<file path="src/rtl/irql_pkg.sv">
// Package: shared types for the interrupt request latch.
// Assumes nothing beyond IEEE 1800-2017 semantics.
package irql_pkg;

    // Per-line report code, valid while the line's event pulse is high
    typedef enum logic [1:0] {
        ST_ALREADY = 2'b00,
        ST_NEW     = 2'b01,
        ST_MASKED  = 2'b11
    } irql_status_e;

endpackage

</file>
<file path="src/rtl/irql_cfg.sv">
// Module: irql_cfg
// Holds the trigger-mode and mask registers. Every trigger-mode write is
// ANDed with WRITABLE, so lines whose bit is 0 there stay in edge mode.
// Assumes: write strobes last one cycle each; synchronous active-low reset.
module irql_cfg #(
    parameter int          N        = 8,
    parameter logic [N-1:0] WRITABLE = 8'hF8
) (
    input  logic         clk,
    input  logic         rst_n,
    input  logic         mode_we,
    input  logic [N-1:0] mode_wd,
    input  logic         mask_we,
    input  logic [N-1:0] mask_wd,
    output logic [N-1:0] mode_q,
    output logic [N-1:0] mask_q
);

    // Trigger-mode register with the fixed non-writable bits forced to 0
    always_ff @(posedge clk) begin
        if (!rst_n)       mode_q <= '0;
        else if (mode_we) mode_q <= mode_wd & WRITABLE;
    end

    // Mask register, stored without change
    always_ff @(posedge clk) begin
        if (!rst_n)       mask_q <= '0;
        else if (mask_we) mask_q <= mask_wd;
    end


    fixed_edge_chk: assert property (@(posedge clk) disable iff (!rst_n)
        (mode_q & ~WRITABLE) == '0);


    mask_store_chk: assert property (@(posedge clk) disable iff (!rst_n)
        mask_we |=> mask_q == $past(mask_wd));

endmodule

</file>
<file path="src/rtl/irql_ack_dec.sv">
// Module: irql_ack_dec
// Turns an acknowledge strobe and a line index into a one-hot hit vector.
// Assumes: ack_idx is below N whenever ack_valid is high.
module irql_ack_dec #(
    parameter int N    = 8,
    localparam int IDXW = $clog2(N)
) (
    input  logic            clk,
    input  logic            rst_n,
    input  logic            ack_valid,
    input  logic [IDXW-1:0] ack_idx,
    output logic [N-1:0]    ack_hit
);

    // One-hot decode of the acknowledged line
    always_comb begin
        ack_hit = '0;
        for (int i = 0; i < N; i++) begin
            if (ack_valid && (ack_idx == IDXW'(i))) ack_hit[i] = 1'b1;
        end
    end


    ack_onehot_chk: assert property (@(posedge clk) disable iff (!rst_n)
        $onehot0(ack_hit));

endmodule

</file>
<file path="src/rtl/irql_line.sv">
// Module: irql_line
// One request line: holds the previous-level shadow, the request bit and
// the event/status report for a rising transition.
// Assumes: lvl_in is synchronous to clk; ack_hit and reinit are one-cycle strobes.
module irql_line
    import irql_pkg::*;
(
    input  logic       clk,
    input  logic       rst_n,
    input  logic       lvl_in,
    input  logic       level_mode,
    input  logic       masked,
    input  logic       ack_hit,
    input  logic       reinit,
    output logic       req_o,
    output logic       evt_o,
    output logic [1:0] code_o
);

    logic         prev_q;
    logic         req_q;
    logic         evt_q;
    irql_status_e code_q;
    logic         rise;
    logic         req_kept;
    logic         req_next;
    irql_status_e next_code;

    // Transition detection and the next request value
    always_comb begin
        rise      = lvl_in & ~prev_q;
        req_kept  = req_q & ~(ack_hit & ~level_mode);
        req_next  = level_mode ? lvl_in : (req_kept | rise);
        next_code = masked ? ST_MASKED : (req_kept ? ST_ALREADY : ST_NEW);
    end

    // Shadow, request and report registers
    always_ff @(posedge clk) begin
        if (!rst_n) begin
            prev_q <= 1'b0;
            req_q  <= 1'b0;
            evt_q  <= 1'b0;
            code_q <= ST_ALREADY;
        end else if (reinit) begin
            prev_q <= 1'b0;
            if (!level_mode) req_q <= 1'b0;
            evt_q  <= 1'b0;
        end else begin
            prev_q <= lvl_in;
            req_q  <= req_next;
            evt_q  <= rise;
            if (rise) code_q <= next_code;
        end
    end

    assign req_o  = req_q;
    assign evt_o  = evt_q;
    assign code_o = code_q;


    level_follow_chk: assert property (@(posedge clk) disable iff (!rst_n)
        (level_mode && !reinit) |=> req_q == $past(lvl_in));


    edge_hold_chk: assert property (@(posedge clk) disable iff (!rst_n)
        (!level_mode && !reinit && !ack_hit && !rise) |=> $stable(req_q));


    edge_set_chk: assert property (@(posedge clk) disable iff (!rst_n)
        (!level_mode && !reinit && rise) |=> req_q);


    masked_code_chk: assert property (@(posedge clk) disable iff (!rst_n)
        (!reinit && rise && masked) |=> (evt_q && code_q == ST_MASKED));


    ack_clear_chk: assert property (@(posedge clk) disable iff (!rst_n)
        (ack_hit && !level_mode && !reinit && !rise) |=> !req_q);


    reinit_drop_chk: assert property (@(posedge clk) disable iff (!rst_n)
        (reinit && !level_mode) |=> (!req_q && !evt_q && !prev_q));

endmodule

</file>
<file path="src/rtl/irq_req_latch.sv">
// Module: irq_req_latch
// Top of the edge/level interrupt request latch: configuration registers,
// acknowledge decoder and one line cell per input.
// Assumes: line_i is already synchronised; synchronous active-low reset.
module irq_req_latch #(
    parameter int          N        = 8,
    parameter logic [N-1:0] WRITABLE = 8'hF8,
    localparam int         IDXW     = $clog2(N)
) (
    input  logic            clk,
    input  logic            rst_n,
    input  logic [N-1:0]    line_i,
    input  logic            mode_we_i,
    input  logic [N-1:0]    mode_wd_i,
    input  logic            mask_we_i,
    input  logic [N-1:0]    mask_wd_i,
    input  logic            ack_valid_i,
    input  logic [IDXW-1:0] ack_idx_i,
    input  logic            reinit_i,
    output logic [N-1:0]    req_o,
    output logic [N-1:0]    mode_o,
    output logic [N-1:0]    mask_o,
    output logic [N-1:0]    active_o,
    output logic [N-1:0]    evt_o,
    output logic [2*N-1:0]  status_o
);

    logic [N-1:0] ack_hit;

    irql_cfg #(.N(N), .WRITABLE(WRITABLE)) u_cfg (
        .clk     (clk),
        .rst_n   (rst_n),
        .mode_we (mode_we_i),
        .mode_wd (mode_wd_i),
        .mask_we (mask_we_i),
        .mask_wd (mask_wd_i),
        .mode_q  (mode_o),
        .mask_q  (mask_o)
    );

    irql_ack_dec #(.N(N)) u_ack (
        .clk       (clk),
        .rst_n     (rst_n),
        .ack_valid (ack_valid_i),
        .ack_idx   (ack_idx_i),
        .ack_hit   (ack_hit)
    );

    for (genvar g = 0; g < N; g++) begin : g_line
        irql_line u_line (
            .clk        (clk),
            .rst_n      (rst_n),
            .lvl_in     (line_i[g]),
            .level_mode (mode_o[g]),
            .masked     (mask_o[g]),
            .ack_hit    (ack_hit[g]),
            .reinit     (reinit_i),
            .req_o      (req_o[g]),
            .evt_o      (evt_o[g]),
            .code_o     (status_o[2*g +: 2])
        );
    end

    // Reported requests leave out masked lines
    always_comb active_o = req_o & ~mask_o;


    reset_clear_chk: assert property (@(posedge clk)
        !rst_n |=> (req_o == '0 && mode_o == '0 && mask_o == '0 && evt_o == '0));

endmodule

</file>
<file path="config.mk">
export PLATFORM = sky130hd
export DESIGN_NAME = irq_req_latch
export DESIGN_NICKNAME = d
export VERILOG_FILES = /design/src/rtl/irql_pkg.sv /design/src/rtl/irql_cfg.sv /design/src/rtl/irql_ack_dec.sv /design/src/rtl/irql_line.sv /design/src/rtl/irq_req_latch.sv
export SDC_FILE = /design/constraint.sdc
export NUM_CORES = 1
export LEC_CHECK = 0
export BUFFER_PORTS_ARGS = -buffer_cell sky130_fd_sc_hd__buf_2
export CORE_MARGIN = 2
export CORE_UTILIZATION = 52
export CTS_CLUSTER_SIZE = 16
export DETAILED_ROUTE_END_ITERATION = 12
export GPL_ROUTABILITY_DRIVEN = 0
export PLACE_DENSITY_LB_ADDON = 0.12
export SETUP_SLACK_MARGIN = 0.5
export SLEW_MARGIN = 15
export SYNTH_ARGS = -nofsm -noshare
export SYNTH_HDL_FRONTEND = slang
export SYNTH_HIERARCHICAL = 1
export SYNTH_SLANG_ARGS = --single-unit
export TNS_END_PERCENT = 100
</file>
<file path="constraint.sdc">
create_clock -name clk -period 2.6 [get_ports clk]
set_clock_uncertainty 0.15 [all_clocks]
set_input_delay 0.52 -clock clk [delete_from_list [all_inputs] [get_ports clk]]
set_output_delay 0.52 -clock clk [all_outputs]
set_load 0.05 [all_outputs]
</file>
==> key figures <==
Run status
  • Status: finished, final reports clean

Layout
  • Flip-flop and latch area: between 1000 and 1500 sq um
  • Layout cell share with drive strength beyond 1: 0.387
  • Area Growth Syn to Fin: 21.8%
  • Fillers: 385
  • Antenna diode count: 0
  • Final nets: approximately 320
  • Multi-input logic area: around 1300 sq um

Clock tree
  • Setup Fix Bufs, Post-CTS: 0
  • H-tree levels: 2
  • Clock tree sinks: 53
  • Clk_lat worst skew: between 0.2 and 0.3 ns
  • TritonCTS buffer count: 5
  • CTS root buf: clkbuf_8
  • Clk slew on worst S/H paths: ~0.090 ns
  • Clock Path Buffers: 2
  • Post-CTS sizing: 0
  • Hold buffer count at cts: 0
  • TritonCTS clock tree: yes

Floorplanning
  • I/O pin count: between 80 and 90
  • Core ar.: approximately 4400 sq um
  • Initial Utilization: 0.543
  • Die area: between 5000 and 6000 sq um
  • Die X-Extent: 71.7 um
  • Die height: around 72 um
  • Row cnt: 24

Power
  • Pleak: between 1 and 1.5 nW
  • Comb pwr share: 0.224
  • Internal Pwr Total: between 1 and 1.5 mW
  • Clock share of power: 0.256
  • Maximum vdd drop: roughly 0.00038 V
  • Seq pwr share: 0.520
  • Net Sw Power: 0.554 mW
  • Power Total: 1.72 mW
  • Pwr dens: between 500 and 600 nW/um^2
  • Switching share of power: 0.322

Route
  • WL per Instance: 13.6 um
  • Final WL: around 4700 um
  • Via Count: around 1,800
  • Antenna Nets Post-Route: 0
  • Vias per cell: ~5.3
  • Remaining DRCs: 0
  • 1st-iter DRT viols: 90
  • Pre-antenna DRT Iters: 3

Yosys
  • Simple-gate area share of the yosys netlist: 0.348
  • Synth Register Bits: 53
  • Main combinational cell family by area after synthesis: simple AND/OR/NAND/NOR gates
  • Top-count cell post-synth: dfxtp_1
  • Mux contribution to synthesized area: 0.0883
  • Cell Area, Synth: around 2400 sq um
  • Post-synth top cells: dfxtp_1 (53), nor2b_1 (37), mux2i_1 (21)
  • Async set or reset register ratio after synthesis: 0
  • Register area share after synthesis: 0.446
  • Synth Flop Type: dfxtp_1
  • Area share of fa/ha/maj cells after synthesis: 0
  • Yosys top cell area share: 0.446
  • Syn Area/Cell: approximately 12 sq um
  • XOR/XNOR Fraction of Synth Area: 0
  • Largest cells by area after synthesis: dfxtp_1 (45%), nor2b_1 (9.7%), mux2i_1 (8.8%)
  • Synth Instances: a little over 200
  • Synth warn: 6
  • Post-synth top area cell: dfxtp_1
  • Number of synthesized flops with an enable pin: 0
  • Post-synth cell types: 21
  • Compound-Gate Fraction of Synth Area: 0.0967

Job
  • Max-Cap Viols: 0

Worst hold path
  • Hold Path End: g_line[6].u_line/evt_o
  • Worst hold path depth: 1
  • Hold path start: g_line[6].u_line/prev_q
  • Worst Hold Class: flip-flop to flip-flop

Timing
  • Final min period: between 1.5 and 2 ns
  • Achievable frequency: roughly 0.56 GHz
  • Final worst-path cycle share: 0.688
  • Fin. max-slew vios: 0
  • RSZ-0062 raised after global routing: no
  • Endpoints failing setup: 0
  • Worst hold margin: approximately 0.32 ns
  • Final setup TNS: 0 ns
  • Rel. slew slack: 0.447
  • Worst slew pin tran: between 0.8 and 0.9 ns
  • Hold Vio Cnt, Final: 0

Critical path
  • RR Endpoint: g_line[6].u_line/req_o
  • Worst r2r src: u_cfg/mode_q[6]
  • Worst r2r path cells: 3
  • Crit path max fanout: 5
  • CP endpoint kind: output pin
  • WS Path Type: flip-flop to output pin
  • CP arrival: 1.12 ns
  • R2r setup slk: about 1.4 ns
  • CP Data Required Time: between 1.5 and 2 ns
  • Startpoint types: flip-flop

GRT
  • First-pass GRT wire length: 7670 um
  • Largest net degree at the start of global routing: 46
  • GR Util met1: 0.236
  • Global Route met3 Usage: 0.0422
  • Met2 Use GR: 0.314
  • Grt ovf: 0
  • Initial antenna violation count: 0
  • Vias in the first global route: ~1,700
  • Gr usage total: 0.185
  • Gr busiest metal: met2

Placed design
  • Port Buffer Count: a little over 80
  • Detailed Place HPWL: between 3000 and 4000 um
-- logic make-up (layout without fill, tap and decap cells) --
kind of cell,Yosys count,count (layout)
AND/OR/NAND/NOR,93,93
multiplexers,21,21
buffers and inverters,6,90
AO/OA/AOI/OAI,32,32
flip-flops,53,53
other,1,3
-- flip-flops by register name, summed over array words and instances, names as in the netlist --
| signal | count |
|---|---|
| g_line.u_line/code_o | 16 |
| g_line.u_line/evt_o | 8 |
| g_line.u_line/prev_q | 8 |
| g_line.u_line/req_o | 8 |
| u_cfg/mask_q | 8 |
| u_cfg/mode_q | 5 |
-- through the flow --
| stage | setup WS (ns) | instance area, sq um | std cells | util |
|---|---|---|---|---|
| 2_1_floorplan | 0.851 | 2390 | 208 | - |
| 3_3_place_gp | 0.706 | 2820 | 336 | 0.642 |
| 3_5_place_dp | 0.662 | 2820 | 336 | 0.642 |
| 4_1_cts | 0.797 | 2900 | 344 | 0.661 |
| 5_1_grt | 0.743 | 2900 | 344 | 0.661 |
| 6_report | 0.811 | 2900 | 344 | 0.661 |
-- power by group through the flow --
stage	registers (mW)	clock network (mW)	logic [mW]
after floorplan	1.04	0	0.160
after global placement	0.913	0	0.382
after detailed placement	0.913	0	0.387
after CTS	0.895	0.461	0.387
after global routing	0.902	0.487	0.408
final	0.895	0.441	0.385
-- worst max-delay path by stage --
stage | start | to | slack (ns) | cells past startpoint
global placement | reinit_i | g_line[2].u_line/evt_o | 0.71 | 4
CTS | g_line[7].u_line/req_o | active_o[7] | 0.80 | 2
detailed placement | reinit_i | g_line[5].u_line/evt_o | 0.66 | 4
floorplan | g_line[0].u_line/req_o | active_o[0] | 0.85 | 1
global route | g_line[7].u_line/req_o | active_o[7] | 0.74 | 2
finish | g_line[7].u_line/req_o | active_o[7] | 0.81 | 2
-- critical path, stage by stage (launching register included) --
cell,delay [ns]
dfxtp_1,0.40
nor2b_4,0.16
buf_2,0.26
-- cells in the final DEF, fill, tap and decap left out, drive strengths merged --
master / instances
and2: 8
a21boi: 8
and4: 1
and4b: 3
clkbuf: 6
conb: 3
o211a: 8
dfxtp: 53
and4bb: 3
nor4b: 9
nor2b: 45
a31oi: 8
nand4b: 8
a21oi: 8
buf: 82
nor3b: 8
nand2b: 8
mux2i: 21
clkinv: 2
-- layout make-up --
type / count / share of cell area
Clock buffer: 6 / 0.0250
Timing Repair Buffer: 82 / 0.142
Multi-Input combinational cell: 149 / 0.442
Tap cell: 52 / 0.0224
Clock inverter: 2 / 0.00345
Sequential cell: 53 / 0.366
-- per-layer routing --
metal  vias up  wire [um]
met1       850       2200
met3         4        284
li1        915          -
met5         -          0
met4         0         29
met2        50       2160
Power figures use the tool's default switching activity.
